--- src/rtl/spf_pkg.sv ---
package spf_pkg;
  localparam int unsigned SPF_DATA_W      = 8;
  localparam int unsigned SPF_DEPTH       = 16;
  localparam int unsigned SPF_SYNC_STAGES = 2;

  typedef struct packed {
    logic fall;
    logic rise;
  } strobe_evt_t;
endpackage

--- src/rtl/spf_sync.sv ---
module spf_sync #(
  parameter int unsigned W      = 1,
  parameter int unsigned STAGES = 2,
  parameter logic [W-1:0] RST_VAL = '0
) (
  input  logic         clk,
  input  logic         rst_n,
  input  logic [W-1:0] d,
  output logic [W-1:0] q
);
  logic [STAGES-1:0][W-1:0] stg_q;

  always_ff @(posedge clk or negedge rst_n) begin
    if (!rst_n) begin
      for (int i = 0; i < STAGES; i++) stg_q[i] <= RST_VAL;
    end else begin
      stg_q[0] <= d;
      for (int i = 1; i < STAGES; i++) stg_q[i] <= stg_q[i-1];
    end
  end

  assign q = stg_q[STAGES-1];
endmodule

--- src/rtl/spf_strobe_edge.sv ---
module spf_strobe_edge #(
  parameter int unsigned STAGES = 2
) (
  input  logic                clk,
  input  logic                rst_n,
  input  logic                pin_n,
  output spf_pkg::strobe_evt_t evt
);
  logic lvl;
  logic prev_q;

  spf_sync #(.W(1), .STAGES(STAGES), .RST_VAL(1'b1)) u_sync (
    .clk  (clk),
    .rst_n(rst_n),
    .d    (pin_n),
    .q    (lvl)
  );

  always_ff @(posedge clk or negedge rst_n) begin
    if (!rst_n) prev_q <= 1'b1;
    else        prev_q <= lvl;
  end

  always_comb begin
    evt.fall = prev_q & ~lvl;
    evt.rise = ~prev_q & lvl;
  end
endmodule

--- src/rtl/spf_queue.sv ---
module spf_queue #(
  parameter int unsigned W     = 8,
  parameter int unsigned DEPTH = 16
) (
  input  logic         clk,
  input  logic         rst_n,
  input  logic         push,
  input  logic [W-1:0] push_data,
  input  logic         pop,
  output logic [W-1:0] head,
  output logic         full,
  output logic         empty
);
  localparam int unsigned AW = (DEPTH > 1) ? $clog2(DEPTH) : 1;
  localparam int unsigned CW = $clog2(DEPTH + 1);
  localparam logic [AW-1:0] LAST = AW'(DEPTH - 1);

  logic [W-1:0]  mem [DEPTH];
  logic [AW-1:0] wptr_q, wptr_d, rptr_q, rptr_d;
  logic [CW-1:0] cnt_q, cnt_d;
  logic          push_ok, pop_ok;

  assign full    = (cnt_q == CW'(DEPTH));
  assign empty   = (cnt_q == '0);
  assign push_ok = push & ~full;
  assign pop_ok  = pop & ~empty;
  assign head    = mem[rptr_q];

  always_comb begin
    wptr_d = wptr_q;
    rptr_d = rptr_q;
    cnt_d  = cnt_q;
    if (push_ok) wptr_d = (wptr_q == LAST) ? '0 : wptr_q + 1'b1;
    if (pop_ok)  rptr_d = (rptr_q == LAST) ? '0 : rptr_q + 1'b1;
    case ({push_ok, pop_ok})
      2'b10:   cnt_d = cnt_q + 1'b1;
      2'b01:   cnt_d = cnt_q - 1'b1;
      default: cnt_d = cnt_q;
    endcase
  end

  always_ff @(posedge clk or negedge rst_n) begin
    if (!rst_n) begin
      wptr_q <= '0;
      rptr_q <= '0;
      cnt_q  <= '0;
    end else begin
      wptr_q <= wptr_d;
      rptr_q <= rptr_d;
      cnt_q  <= cnt_d;
    end
  end

  always_ff @(posedge clk) begin
    if (push_ok) mem[wptr_q] <= push_data;
  end

  // occupancy never passes the depth
  assert_no_overflow_R8: assert property (@(posedge clk) disable iff (!rst_n)
    cnt_q <= CW'(DEPTH));
  // a lone removal lowers occupancy by exactly one
  assert_pop_drops_one_R3: assert property (@(posedge clk) disable iff (!rst_n)
    (pop_ok && !push_ok) |=> (cnt_q == $past(cnt_q) - 1'b1));
  // a removal request on an empty queue changes nothing
  assert_empty_pop_stable_R9: assert property (@(posedge clk) disable iff (!rst_n)
    (pop && empty && !push) |=> ($stable(rptr_q) && empty));
endmodule

--- src/rtl/strobe_byte_port.sv ---
module strobe_byte_port #(
  parameter int unsigned DATA_W      = spf_pkg::SPF_DATA_W,
  parameter int unsigned RX_DEPTH    = spf_pkg::SPF_DEPTH,
  parameter int unsigned TX_DEPTH    = spf_pkg::SPF_DEPTH,
  parameter int unsigned SYNC_STAGES = spf_pkg::SPF_SYNC_STAGES
) (
  input  logic              clk,
  input  logic              rst_n,
  input  logic              rx_push_valid,
  input  logic [DATA_W-1:0] rx_push_data,
  output logic              rx_push_ready,
  input  logic              tx_pop_ready,
  output logic [DATA_W-1:0] tx_pop_data,
  output logic              tx_pop_valid,
  input  logic              ext_rd_n,
  input  logic              ext_wr_n,
  input  logic [DATA_W-1:0] ext_data_in,
  output logic [DATA_W-1:0] ext_data_out,
  output logic              ext_data_oe,
  output logic              rxf_n,
  output logic              txe_n,
  output logic              wr_overrun_err
);
  import spf_pkg::*;

  // reset: asynchronous assert, synchronous release
  logic [1:0] rst_sync_q;
  logic       rst_n_i;

  always_ff @(posedge clk or negedge rst_n) begin
    if (!rst_n) rst_sync_q <= 2'b00;
    else        rst_sync_q <= {rst_sync_q[0], 1'b1};
  end
  assign rst_n_i = rst_sync_q[1];

  // strobe synchronisation and edge detection
  strobe_evt_t rd_evt, wr_evt;
  logic [DATA_W-1:0] wdata_s;

  spf_strobe_edge #(.STAGES(SYNC_STAGES)) u_rd_edge (
    .clk(clk), .rst_n(rst_n_i), .pin_n(ext_rd_n), .evt(rd_evt)
  );
  spf_strobe_edge #(.STAGES(SYNC_STAGES)) u_wr_edge (
    .clk(clk), .rst_n(rst_n_i), .pin_n(ext_wr_n), .evt(wr_evt)
  );
  spf_sync #(.W(DATA_W), .STAGES(SYNC_STAGES), .RST_VAL('0)) u_wdata_sync (
    .clk(clk), .rst_n(rst_n_i), .d(ext_data_in), .q(wdata_s)
  );

  // handshake state
  logic rd_busy_q, rd_busy_d;
  logic wr_busy_q, wr_busy_d;
  logic rxf_n_q, rxf_n_d;
  logic txe_n_q, txe_n_d;
  logic err_q, err_d;
  logic rx_pop, tx_push;
  logic rx_full, rx_empty, tx_full, tx_empty;
  logic [DATA_W-1:0] rx_head;

  assign rx_pop  = rd_evt.rise & rd_busy_q;
  assign tx_push = wr_evt.fall & ~txe_n_q;

  always_comb begin
    rd_busy_d = rd_busy_q;
    if (rd_evt.fall) rd_busy_d = 1'b1;
    if (rd_evt.rise) rd_busy_d = 1'b0;

    wr_busy_d = wr_busy_q;
    if (wr_evt.fall) wr_busy_d = 1'b1;
    if (wr_evt.rise) wr_busy_d = 1'b0;

    rxf_n_d = rd_busy_q | rd_evt.fall | rd_evt.rise | rx_empty;
    txe_n_d = wr_busy_q | wr_evt.fall | wr_evt.rise | tx_full;
    err_d   = err_q | (wr_evt.fall & txe_n_q);
  end

  always_ff @(posedge clk or negedge rst_n_i) begin
    if (!rst_n_i) begin
      rd_busy_q <= 1'b0;
      wr_busy_q <= 1'b0;
      rxf_n_q   <= 1'b1;
      txe_n_q   <= 1'b0;
      err_q     <= 1'b0;
    end else begin
      rd_busy_q <= rd_busy_d;
      wr_busy_q <= wr_busy_d;
      rxf_n_q   <= rxf_n_d;
      txe_n_q   <= txe_n_d;
      err_q     <= err_d;
    end
  end

  // queues
  spf_queue #(.W(DATA_W), .DEPTH(RX_DEPTH)) u_rxq (
    .clk(clk), .rst_n(rst_n_i),
    .push(rx_push_valid), .push_data(rx_push_data),
    .pop(rx_pop), .head(rx_head), .full(rx_full), .empty(rx_empty)
  );

  spf_queue #(.W(DATA_W), .DEPTH(TX_DEPTH)) u_txq (
    .clk(clk), .rst_n(rst_n_i),
    .push(tx_push), .push_data(wdata_s),
    .pop(tx_pop_ready), .head(tx_pop_data), .full(tx_full), .empty(tx_empty)
  );

  // outputs
  assign rx_push_ready  = ~rx_full;
  assign tx_pop_valid   = ~tx_empty;
  assign ext_data_oe    = ~ext_rd_n;
  assign ext_data_out   = rx_head;
  assign rxf_n          = rxf_n_q;
  assign txe_n          = txe_n_q;
  assign wr_overrun_err = err_q;

  // flag stays idle for the whole read cycle
  assert_rxf_idle_in_read_R4: assert property (@(posedge clk) disable iff (!rst_n_i)
    rd_busy_q |-> rxf_n_q);
  // flag never claims data from an empty queue
  assert_rxf_when_empty_R4: assert property (@(posedge clk) disable iff (!rst_n_i)
    rx_empty |-> rxf_n_q);
  // flag stays idle for the whole write cycle
  assert_txe_idle_in_write_R6: assert property (@(posedge clk) disable iff (!rst_n_i)
    wr_busy_q |-> txe_n_q);
  // flag never offers space in a full queue
  assert_txe_when_full_R6: assert property (@(posedge clk) disable iff (!rst_n_i)
    tx_full |-> txe_n_q);
  // overrun flag is sticky
  assert_err_sticky_R7: assert property (@(posedge clk) disable iff (!rst_n_i)
    err_q |=> err_q);
  // a refused write leaves the transmit queue unchanged
  assert_refused_write_R7: assert property (@(posedge clk) disable iff (!rst_n_i)
    (wr_evt.fall && txe_n_q && !tx_pop_ready) |=> $stable(tx_pop_data));
endmodule

--- config.mk ---
export PLATFORM = sky130hd
export DESIGN_NAME = strobe_byte_port
export DESIGN_NICKNAME = d
export VERILOG_FILES = /design/src/rtl/spf_pkg.sv /design/src/rtl/spf_sync.sv /design/src/rtl/spf_strobe_edge.sv /design/src/rtl/spf_queue.sv /design/src/rtl/strobe_byte_port.sv
export SDC_FILE = /design/constraint.sdc
export NUM_CORES = 1
export LEC_CHECK = 0
export BUFFER_PORTS_ARGS = -buffer_cell sky130_fd_sc_hd__buf_4
export CAP_MARGIN = 0
export CORE_MARGIN = 2
export CORE_UTILIZATION = 66
export CTS_CLUSTER_DIAMETER = 80
export DETAILED_ROUTE_END_ITERATION = 16
export GPL_TIMING_DRIVEN = 0
export PLACE_DENSITY = 0.84
export SYNTH_ARGS = -nofsm -noshare
export SYNTH_HDL_FRONTEND = slang
export SYNTH_SLANG_ARGS = --single-unit
--- constraint.sdc ---
create_clock -name clk -period 3.1 [get_ports clk]
set_input_delay 0.155 -clock clk [delete_from_list [all_inputs] [get_ports clk]]
set_output_delay 0.155 -clock clk [all_outputs]
set_load 0.02 [all_outputs]
== After elaboration in Yosys (flattened, before gate mapping) ==
Memories as Yosys holds them, arrays and structs flattened.
Index checks and enable logic that the tools add are counted.

* Word-level logic and storage cells: 88
* Input port bits: 22
* Output and inout bits: 22
* Memories: 2
* Bits in registers: 55
* Bits in writable memories: 256

{| class="wikitable"
|+ Memory list
! memory !! words !! width !! read ports !! clocked after Yosys merged registers in !! write ports !! line !! text
|-
| u_rxq.mem || 16 || 8 || 1 || 0 || 1 || spf_queue.sv:18 || <nowiki>logic [W-1:0] mem [DEPTH];</nowiki>
|-
| u_txq.mem || 16 || 8 || 1 || 0 || 1 || spf_queue.sv:18 ||
|}

* Mux-type cells: 14
* Bitwise logic cells: 28
* Equal/unequal tests: 10
* Add/sub/neg operators: 8
* Reduce and logical (&&, ||, !) cells: 6

{| class="wikitable"
|+ Operators with widths
! cell !! count
|-
| case mux 5 bit (2 select lines) || 2
|-
| adder 4 x 1 -> 4 bit, second input constant || 4
|-
| == test 4 bit, second input constant || 4
|-
| two-way mux 4 bit || 4
|-
| bitwise AND 1 bit || 11
|-
| adder 5 x 1 -> 5 bit, second input constant || 2
|-
| == test 5 bit, second input constant || 2
|-
| zero test 5 bit || 2
|-
| inverter 1 bit || 10
|-
| subtractor 5 x 1 -> 5 bit, second input constant || 2
|-
| two-way mux 1 bit || 8
|-
| nonzero test 2 bit || 4
|-
| bitwise OR 1 bit || 7
|-
| == test 2 x 1 -> 1 bit, second input constant || 2
|-
| == test 2 bit, second input constant || 2
|}

== Logic depth before layout (Yosys ltp) ==
* Depth in word-level cells: 6
* Depth in mapped cells: 13
* Depth with buffers taken out: 12

== By module ==
Synthesis repeated with hierarchy kept, for this count alone.

* Cells, all modules: 674
* Area total of the unflattened synthesis: 12,426.9 um2

{| class="wikitable"
|+ By module, submodules not included
! module !! cells an instance !! area an instance (um2) !! instances !! seq. area each (um2)
|-
| spf_queue || 311 || 5,765.5 || 2 || 4,169.0
|-
| spf_sync at u_wdata_sync || 24 || 460.4 || 1 || 400.4
|-
| strobe_byte_port || 18 || 247.7 || 1 || 176.4
|-
| spf_sync at u_rd_edge.u_sync ... || 2 || 52.6 || 2 || 52.6
|-
| spf_strobe_edge || 3 || 41.3 || 2 || 26.3
|}

== Worst setup path after synthesis ==
Ideal clock, no wire load.

* Kind: flip-flop to flip-flop
* Start: reg u_rxq.cnt_q[1]
* End: reg u_rxq.cnt_q[4]
* Period minus slack after synthesis: 2.932 ns
* Required time: 2.971 ns
* Stages on the path, launching flop included: 13
* Setup slack: 0.168 ns
* Buffers on the path: 2
* Data arrival time: 2.803 ns
* Library setup time: 0.129 ns
* Path through: dfrtp_1 -> buf_6 -> or4_4 -> o211ai_4 -> inv_2 -> ha_1 -> clkbuf_1 -> xor2_1 -> ha_1 -> o211a_1 -> or4_1 -> nand3_1 -> nor3b_1

* Word-level cells in the longest chain between the ends: 5
* Elaborated cells between the ends (all ways): 12
* Classes of those cells: add/sub: 2; eq/ne: 3; mux: 1; bitwise: 4; reduce/logical: 2

{| class="wikitable"
|+ RTL lines
! item !! line !! text
|-
| start: declaration || spf_queue.sv:20 || <nowiki>logic [CW-1:0] cnt_q, cnt_d;</nowiki>
|-
| start signal: assignment || spf_queue.sv:50 || <nowiki>cnt_q <= cnt_d;</nowiki>
|-
| zero test 5 bit (*) || spf_queue.sv:24 || <nowiki>assign empty = (cnt_q == '0);</nowiki>
|-
| inverter 1 bit (*) || spf_queue.sv:26 || <nowiki>assign pop_ok = pop & ~empty;</nowiki>
|-
| bitwise AND 1 bit (*) || spf_queue.sv:26 ||
|-
| named net u_rxq.pop_ok || spf_queue.sv:21 || <nowiki>logic push_ok, pop_ok;</nowiki>
|-
| == test 2 x 1 -> 1 bit / == test 2 bit (equally long branches) || spf_queue.sv:35 || <nowiki>case ({push_ok, pop_ok})</nowiki>
|-
| case mux 5 bit (2 select lines) / nonzero test 2 bit (equally long branches) || - ||
|}

Mark *: on every way through the listed nets, which the timed path passes. The rest lies on a longest branch.
A chain may end at the register's enable or synchronous reset.

== Final worst setup path ==
* Start: reg u_rxq.rptr_q[1]
* End: out ext_data_out[6]

* Word-level cells in the longest chain between the ends: 1

{| class="wikitable"
|+ RTL lines
! item !! line !! text
|-
| start: declaration || spf_queue.sv:19 || <nowiki>logic [AW-1:0] wptr_q, wptr_d, rptr_q, rptr_d;</nowiki>
|-
| start signal: assignment || spf_queue.sv:49 || <nowiki>rptr_q <= rptr_d;</nowiki>
|-
| memory read (16 x 8 bit) || - ||
|-
| end: declaration || strobe_byte_port.sv:18 || <nowiki>output logic [DATA_W-1:0] ext_data_out,</nowiki>
|}

Every way passes these cells.

==> results list <==
* Sequential element share of the synthesized area: 0.7124
- Result of the run: finished clean
* Final setup fails: 0
- Leading cell type in the layout, fill and taps excluded: edfxtp_1
* Number of enable flip-flop cells after synthesis: 256
- The signal on the critical path passes through buf_2 > nor2b_1 > clkbuf_1 > buf_2 > a221oi_1 > o21ai_0 > nand2_1 > buf_4.
- R2R setup slack: 0.17 ns
* Clock tree root driver cell: clkbuf_16
- Flop pwr share: 0.394
* Routed vias: 7000
* Worst hold path cell count: 4
- Pin count of the biggest net entering global routing: 42
* Post-DR wirelength/cell: 24.67 um
* Placed cell area: 13440 um^2
- After detailed routing, the total wire length is 26.62 mm.
- The slowest stage of the critical path is the a221oi_1 cell.
- Post-route DRC: 0
- Total placed cells including tap cells: 1004
- Least setup slack across all paths after layout: 0.05473 ns
* Cell taking the most area after synthesis: edfxtp_1
- Mean cell area of the mapped netlist: 18.22 um^2
- RR Endpoint: u_rxq.cnt_q[4]
* Number of buffers created by CTS: 29
- Worst setup path startpoint: u_rxq.rptr_q[1]
- During synthesis, Yosys emitted a total of 0 warnings.
* Hold path start: tx_pop_ready
- In this run the count of I/O pins placed on the die edge is 44.
- The count of buffers added on input and output ports is 43.
- Core region area: 18830 um^2
* Number of distinct library cells after synthesis: 61
- In the final layout, the multi-input gates occupy 3329 um^2.
- Excluding fillers, the count of instances in the completed layout stands at 1079.
- Weighted congestion reported at the end of routability-driven placement: 0.8548
- Measured in cells, the most critical reg-to-reg path has a length of 11.
- Worst Clk Skew: 0.01088 ns
* Crit Path Max Fanout: 10
- Classification of the worst-slack hold path: in2reg
- Sw frac: 0.3140
- Global router's overall resource usage: 0.2675
- The initial antenna violation count is 0.
- In this run the number of H-tree levels came out at 1.
- Vias per std cell: 6.487
- The die covers roughly 20000 um^2.
- The most used flip-flop cell after synthesis is edfxtp_1.
* Post-route antenna net violation count: 0
* Fraction of power consumed by the clock network: 0.283
- Wire length of the first global-routing pass: 40.45 mm
* Final period demand of the worst path: between 3 and 4 ns
- Internal power comes to around 0.0089 W.
* Pwr Density: 884.0 nW/um^2
- Dividing the final minimum period by the clock period gives 0.9823.
* TritonCTS clock tree: done
- The clock passes through at most 3 buffers.
- Clock latency at the later pin of the worst-skew pair: 0.54 ns
- Of the cells placed in the final design, the portion with a size suffix greater than 1 is 0.2271.
* Instance count of the mapped netlist: between 600 and 700
- In this run the core area contains 50 standard-cell rows.
- After filler insertion, the fill cell instance count of the layout stands at 947.
- Area share of the largest cell type after synthesis: 0.6037
- Endpoint required time on the critical path: around 3 ns
- Launch point of the worst reg-to-reg path: u_rxq.cnt_q[1]
* Chip width: 142.9 um
- The number of global-route vias before repair came to 7022.
- Setup repair after global routing left no endpoint under its margin.
- Sink Count: 311
- Number of iterations in the first detailed-routing pass: 7
* Hold Fails Final Rpt: 0
* Fin. max-slew vios: 0
* Area growth from synthesis to layout: 15.11%
- IR analysis of the VDD net gives a maximum drop of roughly 0.55 mV.
- At the worst endpoint, the arrival time is 2.89 ns.
* Delay of the slowest cell on the worst path: 0.66 ns
* Die span in y: 142.9 um
* Total overflow reported by the global router: 0
- STA classifies the critical path endpoint as an output port.
- Counting every net in the synthesized netlist gives 743.
- Post-route design area: approximately 15000 um^2
- By startpoint and endpoint, the worst setup path is classified as reg2out.
- In this design, the critical path's most frequently occurring cell is buf_2.
- The sequential cells in the finished layout cover a total of 9074 um^2.
- Synthesis inferred 311 register bits.
* Worst hold endpoint: u_txq.rptr_q[2]
- The final layout contains 841 nets.
* Diode insertion count for antenna repair: 0
- Critical path startpoint category: flop
- Max-capacitance violation count: 0
- Highest clock frequency the design can meet: 328.4 MHz
- Post-detail-place hpwl: 16.36 mm
- After the first detailed-routing iteration, the DRC count stood at 862.
* Post-Place Setup Slack: -0.1015 ns
* Async S/R FF share, synth: 0.1768
- In this run the static leakage power is 5.282 nW.
* Cell types occupying the most area after synthesis: edfxtp_1 (60%), dfrtp_1 (9.4%), mux4_2 (5.7%)
- Switching Power: 0.004069 W
- Initial Util: 0.6763
* Transition time at the pin with the least slew margin: 1.229 ns
- Of the total power, combinational logic draws 0.323.
* Netlist area before placement: 12730 um^2
- Headroom to the max-slew limit came out at 0.1747.
- Leaving out fill and tap cells, the most frequent cells in the layout are edfxtp_1 (256), buf_4 (50), dfrtp_1 (47), mux2i_1 (42), mux4_2 (32).
- After clock tree synthesis, the clock-pin slew on the worst setup and hold paths is 0.07 ns.
flip-flops by register name, indices dropped and copies added (netlist names):
name / cells
u_wdata_sync.q: 8
u_rd_edge.u_sync.q: 1
u_wdata_sync.stg_q: 8
u_wr_edge.prev_q: 1
u_wr_edge.u_sync.stg_q: 1
u_txq.wptr_q: 4
u_txq.rptr_q: 4
u_rxq.mem: 128
u_rd_edge.prev_q: 1
u_rxq.wptr_q: 4
u_rxq.rptr_q: 4
rd_busy_q: 1
u_rd_edge.u_sync.stg_q: 1
rxf_n: 1
u_rxq.cnt_q: 5
wr_overrun_err: 1
rst_sync_q: 2
u_txq.cnt_q: 5
u_txq.mem: 128
u_wr_edge.u_sync.q: 1
txe_n: 1
wr_busy_q: 1
cell families after synthesis:
logic type / after synthesis / synth area share
flops: 311 / 0.7124
simple gates: 107 / 0.04687
compound gates: 94 / 0.05364
mux: 94 / 0.1267
buf+inv: 57 / 0.02947
fa+ha+maj: 22 / 0.02161
xor+xnor: 13 / 0.008941
other cells: 1 / 0.0002945
how the worst max path moves through the flow:
stage / end / slack (ns) / cells after the start
after floorplan: u_rxq.cnt_q[4] / 0.17 / 12
after global placement: u_txq.mem[2][6] / -0.04 / 5
after detailed placement: u_rxq.cnt_q[4] / -0.10 / 12
after CTS: u_rxq.cnt_q[4] / 0.09 / 11
after global routing: u_rxq.cnt_q[4] / 0.01 / 12
final: ext_data_out[6] / 0.05 / 8
critical path, delay by kind of cell, from the launching register on:
| kind | cells | cell delay (ns) |
|---|---|---|
| compound gates | 2 | 0.87 |
| buf+inv | 4 | 0.91 |
| flops | 1 | 0.36 |
| simple gates | 2 | 0.20 |
metrics by stage:
stage | hold WS, ns | setup TNS [ns] | util | power [W]
finish | 0.06460 | 0 | 0.7785 | 0.01296
global route | 0.07384 | 0 | 0.7785 | 0.01341
CTS | 0.05732 | 0 | 0.7764 | 0.01290
detailed placement | -0.06160 | -0.1015 | 0.7136 | 0.009212
global placement | -0.06245 | -0.5389 | 0.7107 | 0.008995
floorplan | -0.1406 | 0 | - | 0.007951
repair_timing:
action / 4_1_cts / 5_1_grt
setup endpoints to repair: 1 / 3
hold buffers: 20 / 0
endpoints found under the hold margin: 140 / 0
setup buffers: 0 / 3
pin swaps: 0 / 2
resized for setup: 1 / 4
synthesized netlist by cell type (3+ instances only):
master	count
nor3_1	6
mux4_1	16
nand2_1	23
clkbuf_1	11
a311oi_1	3
buf_6	4
xor2_1	7
buf_4	3
xnor2_1	6
nand2b_1	7
a21o_1	4
a21oi_1	14
and3_1	5
clkbuf_8	6
dfrtp_1	48
nor4b_1	4
edfxtp_1	256
and2b_1	3
dfstp_2	7
a22oi_1	9
buf_2	11
nand3_1	8
o21ai_0	23
a211oi_1	8
inv_1	15
nor2_1	19
a221oi_1	16
mux4_2	32
ha_1	22
nor2b_1	7
and2_1	11
mux2i_1	42
metal layers:
layer	GRT usage	up-vias	routed length [um]
li1	-	2975	-
met1	0.4060	3552	10830
met2	0.4203	418	12940
met3	0.04091	55	2290
met4	0.06618	0	552
met5	0	-	0
final cells by class:
type,instances,share of cell area
multi-input combinational,331,0.2271
tap,260,0.02219
sequential,311,0.6190
clock buffer,37,0.05300
inverter,17,0.004524
buffer,39,0.02091
clock inverter,16,0.01417
timing repair buffer,68,0.03909
power by group through the flow:
stage                     sequential, W  combinational (W)  clock, W
after floorplan                 0.00511            0.00284         0
after global placement          0.00514            0.00385         0
after detailed placement        0.00517            0.00404         0
after CTS                       0.00509            0.00414   0.00367
after global routing            0.00513            0.00442   0.00385
final                           0.00511            0.00418   0.00367
No activity file was read; power rests on OpenSTA's default activity.
